--- config.mk ---
export PLATFORM = sky130hd
export DESIGN_NAME = rx_byte_queue
export DESIGN_NICKNAME = d
export VERILOG_FILES = /design/src/rtl/rxq_pkg.sv /design/src/rtl/rxq_ctrl.sv /design/src/rtl/rxq_store.sv /design/src/rtl/rxq_flags.sv /design/src/rtl/rx_byte_queue.sv
export SDC_FILE = /design/constraint.sdc
export NUM_CORES = 1
export LEC_CHECK = 0
export BUFFER_PORTS_ARGS = -buffer_cell sky130_fd_sc_hd__buf_2
export CORE_ASPECT_RATIO = 1.25
export CORE_MARGIN = 3
export CORE_UTILIZATION = 42
export CTS_CLUSTER_DIAMETER = 50
export DETAILED_ROUTE_END_ITERATION = 8
export PLACE_DENSITY = 0.7
export SLEW_MARGIN = 10
export SYNTH_ARGS = -nofsm -noshare
export SYNTH_HDL_FRONTEND = slang
export SYNTH_SLANG_ARGS = --single-unit
export TNS_END_PERCENT = 100
--- constraint.sdc ---
create_clock -name clk -period 3.7 [get_ports clk]
set_clock_uncertainty 0.1 [all_clocks]
set_input_delay 0.555 -clock clk [delete_from_list [all_inputs] [get_ports clk]]
set_output_delay 0.555 -clock clk [all_outputs]
set_load 0.01 [all_outputs]
--- src/rtl/rxq_pkg.sv ---
package rxq_pkg;
  typedef enum logic [1:0] {
    WR_NONE    = 2'd0,
    WR_APPEND  = 2'd1,
    WR_REPLACE = 2'd2
  } wr_kind_e;
endpackage

--- src/rtl/rxq_ctrl.sv ---
module rxq_ctrl
  import rxq_pkg::*;
#(
  parameter int DEPTH = 4,
  parameter int CNT_W = $clog2(DEPTH + 1)
) (
  input  logic             clk,
  input  logic             rst_n,
  input  logic             in_valid,
  input  logic             brk_evt,
  input  logic             pop,
  input  logic             flush,
  input  logic             rx_en,
  output logic             in_ready,
  output logic             pop_go,
  output wr_kind_e         wr_kind,
  output logic [CNT_W-1:0] cnt,
  output logic [CNT_W-1:0] cnt_nxt,
  output logic [CNT_W-1:0] free_slots
);
  localparam logic [CNT_W-1:0] FULL_CNT = CNT_W'(DEPTH);

  logic [CNT_W-1:0] after_pop;
  logic             room;

  always_comb begin
    pop_go    = pop && (cnt != '0) && !flush;
    after_pop = cnt - CNT_W'(pop_go);
    room      = after_pop < FULL_CNT;
    in_ready  = rx_en && !flush && !brk_evt && room;
    if (flush)                     wr_kind = WR_NONE;
    else if (brk_evt)              wr_kind = room ? WR_APPEND : WR_REPLACE;
    else if (in_valid && in_ready) wr_kind = WR_APPEND;
    else                           wr_kind = WR_NONE;
    cnt_nxt    = flush ? '0 : after_pop + CNT_W'(wr_kind == WR_APPEND);
    free_slots = rx_en ? (FULL_CNT - cnt) : '0;
  end

  always_ff @(posedge clk or negedge rst_n) begin
    if (!rst_n) cnt <= '0;
    else        cnt <= cnt_nxt;
  end

  a_r3_no_take_when_off: assert property (@(posedge clk) disable iff (!rst_n)
    !rx_en |-> !in_ready);

  a_r7_break_keeps_full: assert property (@(posedge clk) disable iff (!rst_n)
    (brk_evt && !flush && !pop && cnt == FULL_CNT) |=> (cnt == FULL_CNT));

  a_r5_empty_pop_still: assert property (@(posedge clk) disable iff (!rst_n)
    (pop && cnt == '0 && !brk_evt && !flush && !(in_valid && in_ready)) |=> (cnt == '0));

  a_r10_flush_empties: assert property (@(posedge clk) disable iff (!rst_n)
    flush |=> (cnt == '0));

  a_r2_no_overflow: assert property (@(posedge clk) disable iff (!rst_n)
    cnt <= FULL_CNT);
endmodule

--- src/rtl/rxq_store.sv ---
module rxq_store
  import rxq_pkg::*;
#(
  parameter int DEPTH = 4,
  parameter int W     = 8,
  parameter int CNT_W = $clog2(DEPTH + 1)
) (
  input  logic             clk,
  input  logic             rst_n,
  input  wr_kind_e         wr_kind,
  input  logic [W-1:0]     wr_data,
  input  logic             pop_go,
  input  logic             flush,
  input  logic [CNT_W-1:0] cnt,
  output logic [W-1:0]     head_data
);
  localparam int PTR_W = (DEPTH > 1) ? $clog2(DEPTH) : 1;
  localparam logic [PTR_W-1:0] LAST = PTR_W'(DEPTH - 1);

  logic [W-1:0]     slot [DEPTH];
  logic [PTR_W-1:0] rd_ptr, wr_ptr, wr_idx;
  logic             wr_en;

  function automatic logic [PTR_W-1:0] ptr_inc(input logic [PTR_W-1:0] p);
    return (p == LAST) ? '0 : p + PTR_W'(1);
  endfunction

  function automatic logic [PTR_W-1:0] ptr_dec(input logic [PTR_W-1:0] p);
    return (p == '0) ? LAST : p - PTR_W'(1);
  endfunction

  always_comb begin
    wr_en     = (wr_kind != WR_NONE);
    wr_idx    = (wr_kind == WR_REPLACE) ? ptr_dec(wr_ptr) : wr_ptr;
    head_data = (cnt == '0) ? '0 : slot[rd_ptr];
  end

  always_ff @(posedge clk or negedge rst_n) begin
    if (!rst_n) begin
      rd_ptr <= '0;
      wr_ptr <= '0;
    end else if (flush) begin
      rd_ptr <= '0;
      wr_ptr <= '0;
    end else begin
      if (pop_go) rd_ptr <= ptr_inc(rd_ptr);
      if (wr_kind == WR_APPEND) wr_ptr <= ptr_inc(wr_ptr);
    end
  end

  for (genvar i = 0; i < DEPTH; i++) begin : g_slot
    always_ff @(posedge clk or negedge rst_n) begin
      if (!rst_n) slot[i] <= '0;
      else if (wr_en && wr_idx == PTR_W'(i)) slot[i] <= wr_data;
    end
  end

  a_r5_empty_reads_zero: assert property (@(posedge clk) disable iff (!rst_n)
    (cnt == '0) |-> (head_data == '0));
endmodule

--- src/rtl/rxq_flags.sv ---
module rxq_flags #(
  parameter int DEPTH = 4,
  parameter int CNT_W = $clog2(DEPTH + 1)
) (
  input  logic             clk,
  input  logic             rst_n,
  input  logic [CNT_W-1:0] cnt_nxt,
  input  logic [CNT_W-1:0] cnt,
  input  logic             brk_evt,
  output logic             rx_ready,
  output logic             rx_full,
  output logic             brk_pulse
);
  always_ff @(posedge clk or negedge rst_n) begin
    if (!rst_n) begin
      rx_ready  <= 1'b0;
      rx_full   <= 1'b0;
      brk_pulse <= 1'b0;
    end else begin
      rx_ready  <= (cnt_nxt != '0);
      rx_full   <= (cnt_nxt == CNT_W'(DEPTH));
      brk_pulse <= brk_evt;
    end
  end

  a_r9_ready_tracks_count: assert property (@(posedge clk) disable iff (!rst_n)
    rx_ready == (cnt != '0));

  a_r9_full_tracks_count: assert property (@(posedge clk) disable iff (!rst_n)
    rx_full == (cnt == CNT_W'(DEPTH)));

  a_r6_pulse_one_cycle: assert property (@(posedge clk) disable iff (!rst_n)
    (brk_pulse && !$past(brk_evt, 2)) |=> (brk_pulse == $past(brk_evt)));
endmodule

--- src/rtl/rx_byte_queue.sv ---
module rx_byte_queue
  import rxq_pkg::*;
#(
  parameter int DEPTH = 4,
  parameter int W     = 8,
  parameter int CNT_W = $clog2(DEPTH + 1)
) (
  input  logic             clk,
  input  logic             rst_n,
  input  logic             in_valid,
  input  logic [W-1:0]     in_data,
  output logic             in_ready,
  input  logic             brk_evt,
  input  logic             pop,
  input  logic             flush,
  input  logic             rx_en,
  output logic [W-1:0]     head_data,
  output logic [CNT_W-1:0] count,
  output logic [CNT_W-1:0] free_slots,
  output logic             rx_ready,
  output logic             rx_full,
  output logic             brk_pulse
);
  wr_kind_e         wr_kind;
  logic             pop_go;
  logic [CNT_W-1:0] cnt_nxt;
  logic [W-1:0]     wr_data;

  assign wr_data = brk_evt ? '0 : in_data;

  rxq_ctrl #(.DEPTH(DEPTH), .CNT_W(CNT_W)) u_ctrl (
    .clk(clk), .rst_n(rst_n), .in_valid(in_valid), .brk_evt(brk_evt),
    .pop(pop), .flush(flush), .rx_en(rx_en), .in_ready(in_ready),
    .pop_go(pop_go), .wr_kind(wr_kind), .cnt(count), .cnt_nxt(cnt_nxt),
    .free_slots(free_slots)
  );

  rxq_store #(.DEPTH(DEPTH), .W(W), .CNT_W(CNT_W)) u_store (
    .clk(clk), .rst_n(rst_n), .wr_kind(wr_kind), .wr_data(wr_data),
    .pop_go(pop_go), .flush(flush), .cnt(count), .head_data(head_data)
  );

  rxq_flags #(.DEPTH(DEPTH), .CNT_W(CNT_W)) u_flags (
    .clk(clk), .rst_n(rst_n), .cnt_nxt(cnt_nxt), .cnt(count),
    .brk_evt(brk_evt), .rx_ready(rx_ready), .rx_full(rx_full),
    .brk_pulse(brk_pulse)
  );

  a_r2_free_bound: assert property (@(posedge clk) disable iff (!rst_n)
    (free_slots + count) <= CNT_W'(DEPTH));
endmodule

==> impl_metrics.json, run 1 <==
{
  "status": "complete, no violations",
  "clk_pin_slew_worst_paths_ns": 0.07,
  "first_pass_iters": 4,
  "muxShareOfSynthArea_pct": 25.4,
  "ctsHoldBuffers": 0,
  "final.setup.tns_ns": 0,
  "viasPerCell": 5.42,
  "synth-simple-area-share_pct": 11.3,
  "fin_crit_sh_pct": 86.7,
  "grt_pass1_vias": 1496,
  "avgSynthCellArea_um2": 14.0,
  "dp_hpwl_mm": 3.12,
  "cts_buffers": 5,
  "io_pins": 33,
  "synth_warnings": 0,
  "drtIter0Drc": 32,
  "yosysMostFrequentCell": "dfrtp_1",
  "syn_to_final_growth_pct": 13.9,
  "ctsRootBufferMaster": "clkbuf_8",
  "cp_common_cell": "ha_1",
  "die_w_um": 70.2,
  "clockBufferDepth": 2,
  "cp-end-kind": "flip-flop",
  "gp_congestion": 0.813,
  "grt_max_degree": 43,
  "fp-row-count": 28,
  "cp_data_required_time_ns": 3.77,
  "power_density_nw_per_um2": 725,
  "seqCellArea_um2": 1050,
  "worstHoldPathType": "input port to asynchronous set/reset pin",
  "critPathKind": "flip-flop to flip-flop",
  "grtUsageMet1_pct": 17.8,
  "die-area_um2": 6050,
  "post_cts_resized": 0,
  "crit_chain": "inv_1 > ha_1 > ha_1 > nand2b_1 > nor2_1 > ha_1 > ha_1 > xor2_2 > and3b_1 > a32oi_4 > mux2_1",
  "fin_crit_ns": 3.21,
  "multi_input_area_um2": 1060,
  "yosys.area.top_type": "dfrtp_1",
  "dpl_cell_area_um2": 2380,
  "synth_top_area_share_pct": 48.6,
  "grt-busiest-layer": "met2",
  "synthTopCellsByCount": "dfrtp_1 (42), mux2_2 (29), nor2b_1 (20)",
  "whs_ns": 0.303,
  "rsz0062_at_grt": "no",
  "syn-instance-count": 155,
  "drt_wl_total_mm": 4.29,
  "synth-compound-area-share_pct": 5.90,
  "wire_per_inst_um": 17.2,
  "synth_adder_area_share_pct": 5.21,
  "cts_sinks": 42,
  "setup_viol": 0,
  "num_vias": 1349,
  "ir_worst_vdd_mv": 0.362,
  "grtUsageMet2_pct": 28.3,
  "synth_flop_cell": "dfrtp_1",
  "fmax_mhz": 312,
  "layout_setup_ws_ns": 0.491,
  "overflow": 0,
  "worstPathArrival_ns": 3.28,
  "htreeDepth": 2,
  "post_cts_buffers": 0,
  "n_fill_cell": 436,
  "synth-xor-area-share_pct": 1.16,
  "tightest_slew_ns": 0.931,
  "hold_viol": 0,
  "grt_usage_pct": 15.9,
  "core-area_um2": 4870,
  "antenna_cells": 0,
  "preCtsSetupSlack_ns": 0.508,
  "finalNetCount": 214,
  "power_leakage_uw": 0.00123,
  "cp-start-kind": "flip-flop",
  "chipHeight_um": 86.2,
  "synthArstFlopShare_pct": 100,
  "clock_latency_ns": 0.29,
  "cts_tree": "yes",
  "synth_top_family_by_area": "multiplexers",
  "max_slew_margin_pct": 37.9,
  "grt.met3_usage_pct": 4.52,
  "antenna_found_initial": 0,
  "synth_area_um2": 2160,
  "final_antenna_net_count": 0,
  "utilization_pct": 50.6,
  "slowest_delay_ns": 0.46,
  "start_util_pct": 44.4,
  "synth.area.top_cells": "dfrtp_1 (49%), mux2_2 (15%), mux4_2 (8.3%)",
  "fin_area_um2": 2460,
  "ys_types": 26,
  "ys_ff_latch": 42,
  "grt_pass1_wl_mm": 7.31,
  "synth_edf_count": 0,
  "final-max-slew-violation-count": 0,
  "layout-drive-gt1-share_pct": 43.9,
  "path_max_fanout": 8,
  "cp_slowest_cell": "and3b_1",
  "placement.io_buffers": 32,
  "synth_nets": 179,
  "drc_errors": 0,
  "synth.yosys.seq_area_share_pct": 48.6,
  "maxCapViolCount": 0
}
-- final timing paths --
check                                 start           endpoint  slack (ns)  cells past startpoint
min in group clk           u_store.slot[21]   u_store.slot[21]        0.40                      1
min reg2reg                u_store.slot[21]   u_store.slot[21]        0.40                      1
min                                   rst_n  u_flags.brk_pulse        0.30                      1
max reg2reg                   u_ctrl.cnt[0]   u_store.slot[23]        0.49                     11
max                           u_ctrl.cnt[0]   u_store.slot[23]        0.49                     11
max in group asynchronous             rst_n    u_store.slot[2]        2.62                      1
-- sequential cells by signal (all words and copies together) (netlist names) --
signal,count
u_ctrl.cnt,3
u_flags.brk_pulse,1
u_flags.rx_full,1
u_flags.rx_ready,1
u_store.rd_ptr,2
u_store.slot,32
u_store.wr_ptr,2
-- worst max-delay path, delay by kind of cell, from the launching register on --
family	cells	cell delay [ns]
simple gates	3	0.81
fa+ha+maj	4	0.77
mux	1	0.37
flops	1	0.36
xor+xnor	1	0.31
compound gates	1	0.28
buf+inv	1	0.07
-- per-stage QoR --
stage	cells	total power, µW
2_1_floorplan	155	1300
3_3_place_gp	243	1470
3_5_place_dp	243	1520
4_1_cts	249	1820
5_1_grt	249	1920
6_report	249	1790
-- where the power goes --
| group | switching [µW] | internal (µW) | leakage [µW] |
|---|---|---|---|
| Sequential | 132 | 642 | 0.000549 |
| Clock | 145 | 144 | 0.0000431 |
| Combinational | 324 | 399 | 0.000635 |
| Total | 602 | 1190 | 0.00123 |
-- kinds of logic (layout without fill, tap and decap cells) --
kind of cell | after synthesis | count (layout)
xor+xnor | 2 | 2
fa+ha+maj | 9 | 9
simple gates | 40 | 40
flops | 42 | 42
compound gates | 9 | 9
mux | 41 | 41
buf+inv | 12 | 46
-- area by class of cell --
class / count / share of cell area (%)
Clock buffer: 6 / 3.35
Timing Repair Buffer: 33 / 6.81
Sequential cell: 42 / 42.7
Tap cell: 60 / 3.05
Inverter: 7 / 1.07
Multi-Input combinational cell: 101 / 43.1
-- routing by layer --
layer | share of wire, % | wire length [µm] | vias up
met5 | 0 | 0 | -
met4 | 1.9 | 81 | 0
met3 | 4.6 | 197 | 8
met2 | 54 | 2300 | 34
met1 | 40 | 1720 | 686
li1 | - | - | 621
-- placed cells by master, fill, tap and decap left out, types with 3 or more instances in the layout --
cell | netlist | final
nand2b_1 | 3 | 3
dfrtp_1 | 42 | 42
nor2b_1 | 20 | 20
buf_2 | 2 | 32
ha_1 | 9 | 9
mux2_2 | 29 | 29
mux4_2 | 8 | 8
nor2_1 | 7 | 7
clkbuf_8 | 0 | 6
mux2_1 | 3 | 3
inv_1 | 7 | 7
a21oi_1 | 3 | 3
Note: power is estimated with default switching activity, not from simulation.
==> run 2, diff against run 1 <==
--- a/config.mk
+++ b/config.mk
@@ -5,13 +5,15 @@
 export SDC_FILE = /design/constraint.sdc
 export NUM_CORES = 1
 export LEC_CHECK = 0
+export ABC_AREA = 1
 export BUFFER_PORTS_ARGS = -buffer_cell sky130_fd_sc_hd__buf_2
 export CORE_ASPECT_RATIO = 1.25
 export CORE_MARGIN = 3
 export CORE_UTILIZATION = 42
 export CTS_CLUSTER_DIAMETER = 50
 export DETAILED_ROUTE_END_ITERATION = 8
-export PLACE_DENSITY = 0.7
+export GPL_ROUTABILITY_DRIVEN = 0
+export PLACE_DENSITY = 0.69
 export SLEW_MARGIN = 10
 export SYNTH_ARGS = -nofsm -noshare
 export SYNTH_HDL_FRONTEND = slang
==> impl_metrics.json, run 2 <==
{
  "status": "complete, no violations",
  "start_util_pct": 44.1,
  "grt_max_degree": 43,
  "chipHeight_um": 91.1,
  "maxCapViolCount": 0,
  "most-common-layout-cells": "nand2_1 (79), nor2_1 (47), dfrtp_1 (42), nand4_1 (32), buf_2 (32)",
  "ys_ff_latch": 42,
  "dp_cells": 389,
  "synth_top_area_share_pct": 43.2,
  "switching_share_pct": 45.0,
  "final.setup.tns_ns": 0,
  "synth_edf_count": 0,
  "worstPathArrival_ns": 2.67,
  "clk_pin_slew_worst_paths_ns": 0.08,
  "power.switching_uw": 883,
  "cp_data_required_time_ns": 3.04,
  "fmax_mhz": 301,
  "post_cts_buffers": 0,
  "ctsHoldBuffers": 0,
  "syn_to_final_growth_pct": 9.00,
  "drtIter0Drc": 132,
  "num_vias": 2149,
  "synth_area_um2": 2430,
  "ctsRootBufferMaster": "clkbuf_8",
  "drt_wl_total_mm": 5.84,
  "tightest_slew_ns": 0.936,
  "synth.yosys.seq_area_share_pct": 43.2,
  "hold_viol": 0,
  "post_cts_resized": 0,
  "grt_pass1_vias": 2122,
  "viasPerCell": 5.41,
  "grt_pass1_wl_mm": 9.78,
  "die-area_um2": 6750,
  "yosys.area.top_type": "dfrtp_1",
  "final_antenna_net_count": 0,
  "die_w_um": 74.1,
  "ir_worst_vdd_mv": 0.369,
  "cts_buffers": 5,
  "fp-row-count": 30,
  "dpl_cell_area_um2": 2560,
  "synthArstFlopShare_pct": 100,
  "ys_types": 24,
  "regMostFlops": "u_store.slot",
  "pwr-share-clk_pct": 15.8,
  "fin_area_um2": 2650,
  "core-area_um2": 5520,
  "overflow": 0,
  "p_int_uw": 1080,
  "antenna_cells": 0,
  "dp_hpwl_mm": 4.00,
  "p_comb_share_pct": 45.5,
  "synth_warnings": 0,
  "utilization_pct": 48.1,
  "power_leakage_uw": 0.00144,
  "layout-drive-gt1-share_pct": 17.4,
  "io_pins": 33,
  "finalNetCount": 356,
  "cp-start-kind": "flip-flop",
  "fin_crit_sh_pct": 89.9,
  "syn-instance-count": 306,
  "clockBufferDepth": 2,
  "final-max-slew-violation-count": 0,
  "cts_tree": "yes",
  "antenna_found_initial": 0,
  "reg_top3": "u_store.slot (32), u_ctrl.cnt (3)",
  "avgSynthCellArea_um2": 7.95,
  "synth_flop_cell": "dfrtp_1",
  "mostFrequentLayoutCell": "nand2_1",
  "synth_nets": 330,
  "setup_viol": 0,
  "drc_errors": 0,
  "cp-end-kind": "output port",
  "wire_per_inst_um": 14.7,
  "yosysMostFrequentCell": "nand2_1",
  "final-instance-count-excl-fill": 397,
  "total_power_uw": 1960,
  "sequentialPowerShare_pct": 38.7,
  "synthTopCellsByCount": "nand2_1 (79), nor2_1 (47), dfrtp_1 (42)",
  "first_pass_iters": 4,
  "cts_sinks": 42,
  "htreeDepth": 2,
  "critPathKind": "flip-flop to output port",
  "worstHoldPathType": "input port to asynchronous set/reset pin",
  "path_max_fanout": 10,
  "placement.io_buffers": 32,
  "rsz0062_at_grt": "no",
  "power_density_nw_per_um2": 740,
  "max_slew_margin_pct": 37.6,
  "clock_latency_ns": 0.29,
  "grt_usage_pct": 18.4,
  "fin_crit_ns": 3.33,
  "largest_reg_flops": 32,
  "synth.area.top_cells": "dfrtp_1 (43%), nand2_1 (12%), nand4_1 (8.2%)"
}
-- run 2: stage by stage --
stage / setup slack (ns) / hold WS [ns]
2_1_floorplan: 0.782 / 0.159
3_5_place_dp: 0.577 / 0.361
6_report: 0.374 / 0.295
4_1_cts: 0.342 / 0.344
3_3_place_gp: 0.686 / 0.357
5_1_grt: 0.150 / 0.386
-- run 2: area by class of cell --
type                       count  area (µm²)
fill                         570        2870
multi-input combinational    221        1150
sequential                    42        1050
timing repair buffer          32         160
inverter                      30         115
clock buffer                   7        86.3
tap                           64        80.1
clock inverter                 1        5.00
-- run 2: worst paths after layout --
| path | cells after the start | slack [ns] | to | start |
|---|---|---|---|---|
| worst max-delay path | 11 | 0.37 | in_ready | u_ctrl.cnt[0] |
| worst min-delay path | 1 | 0.30 | u_store.slot[22] | rst_n |
| worst max register to register | 16 | 0.58 | u_flags.rx_full | u_ctrl.cnt[0] |
| worst min register to register | 2 | 0.38 | u_store.slot[18] | u_store.slot[18] |
| max in group asynchronous | 1 | 2.61 | u_store.wr_ptr[0] | rst_n |
| min in group clk | 2 | 0.38 | u_store.slot[18] | u_store.slot[18] |
-- run 2: critical path, stage by stage (launching register included) --
cell and delay, ns:
dfrtp_1 0.36, inv_1 0.06, ha_1 0.20, ha_1 0.32, nor3_1 0.37, ha_1 0.23
ha_1 0.18, inv_1 0.06, nand2_1 0.06, nand2_1 0.17, nor4_1 0.21, buf_2 0.17
-- run 2: cell families (layout without fill, tap and decap cells) --
family          after synthesis  after routing  synth area share, %
xor+xnor                      1              1                0.360
compound gates               29             29                 6.02
simple gates                182            182                 36.5
fa+ha+maj                     9              9                 4.63
flops                        42             42                 43.2
buf+inv                      43             70                 9.36
-- run 2: power groups by stage --
stage	clock network, µW	registers, µW	logic, µW
after floorplan	0	725	717
after global placement	0	765	878
after detailed placement	0	767	898
after CTS	315	759	900
after global routing	330	786	1030
final	310	761	893
-- run 2: layer usage --
metal  global-route usage [%]  part of all wire (%)  up-vias
li1                         -                     -     1052
met1                     25.6                    46     1035
met2                     28.7                    48       54
met3                     3.10                   4.2        8
met4                     5.89                   1.4        0
met5                        0                     0        -
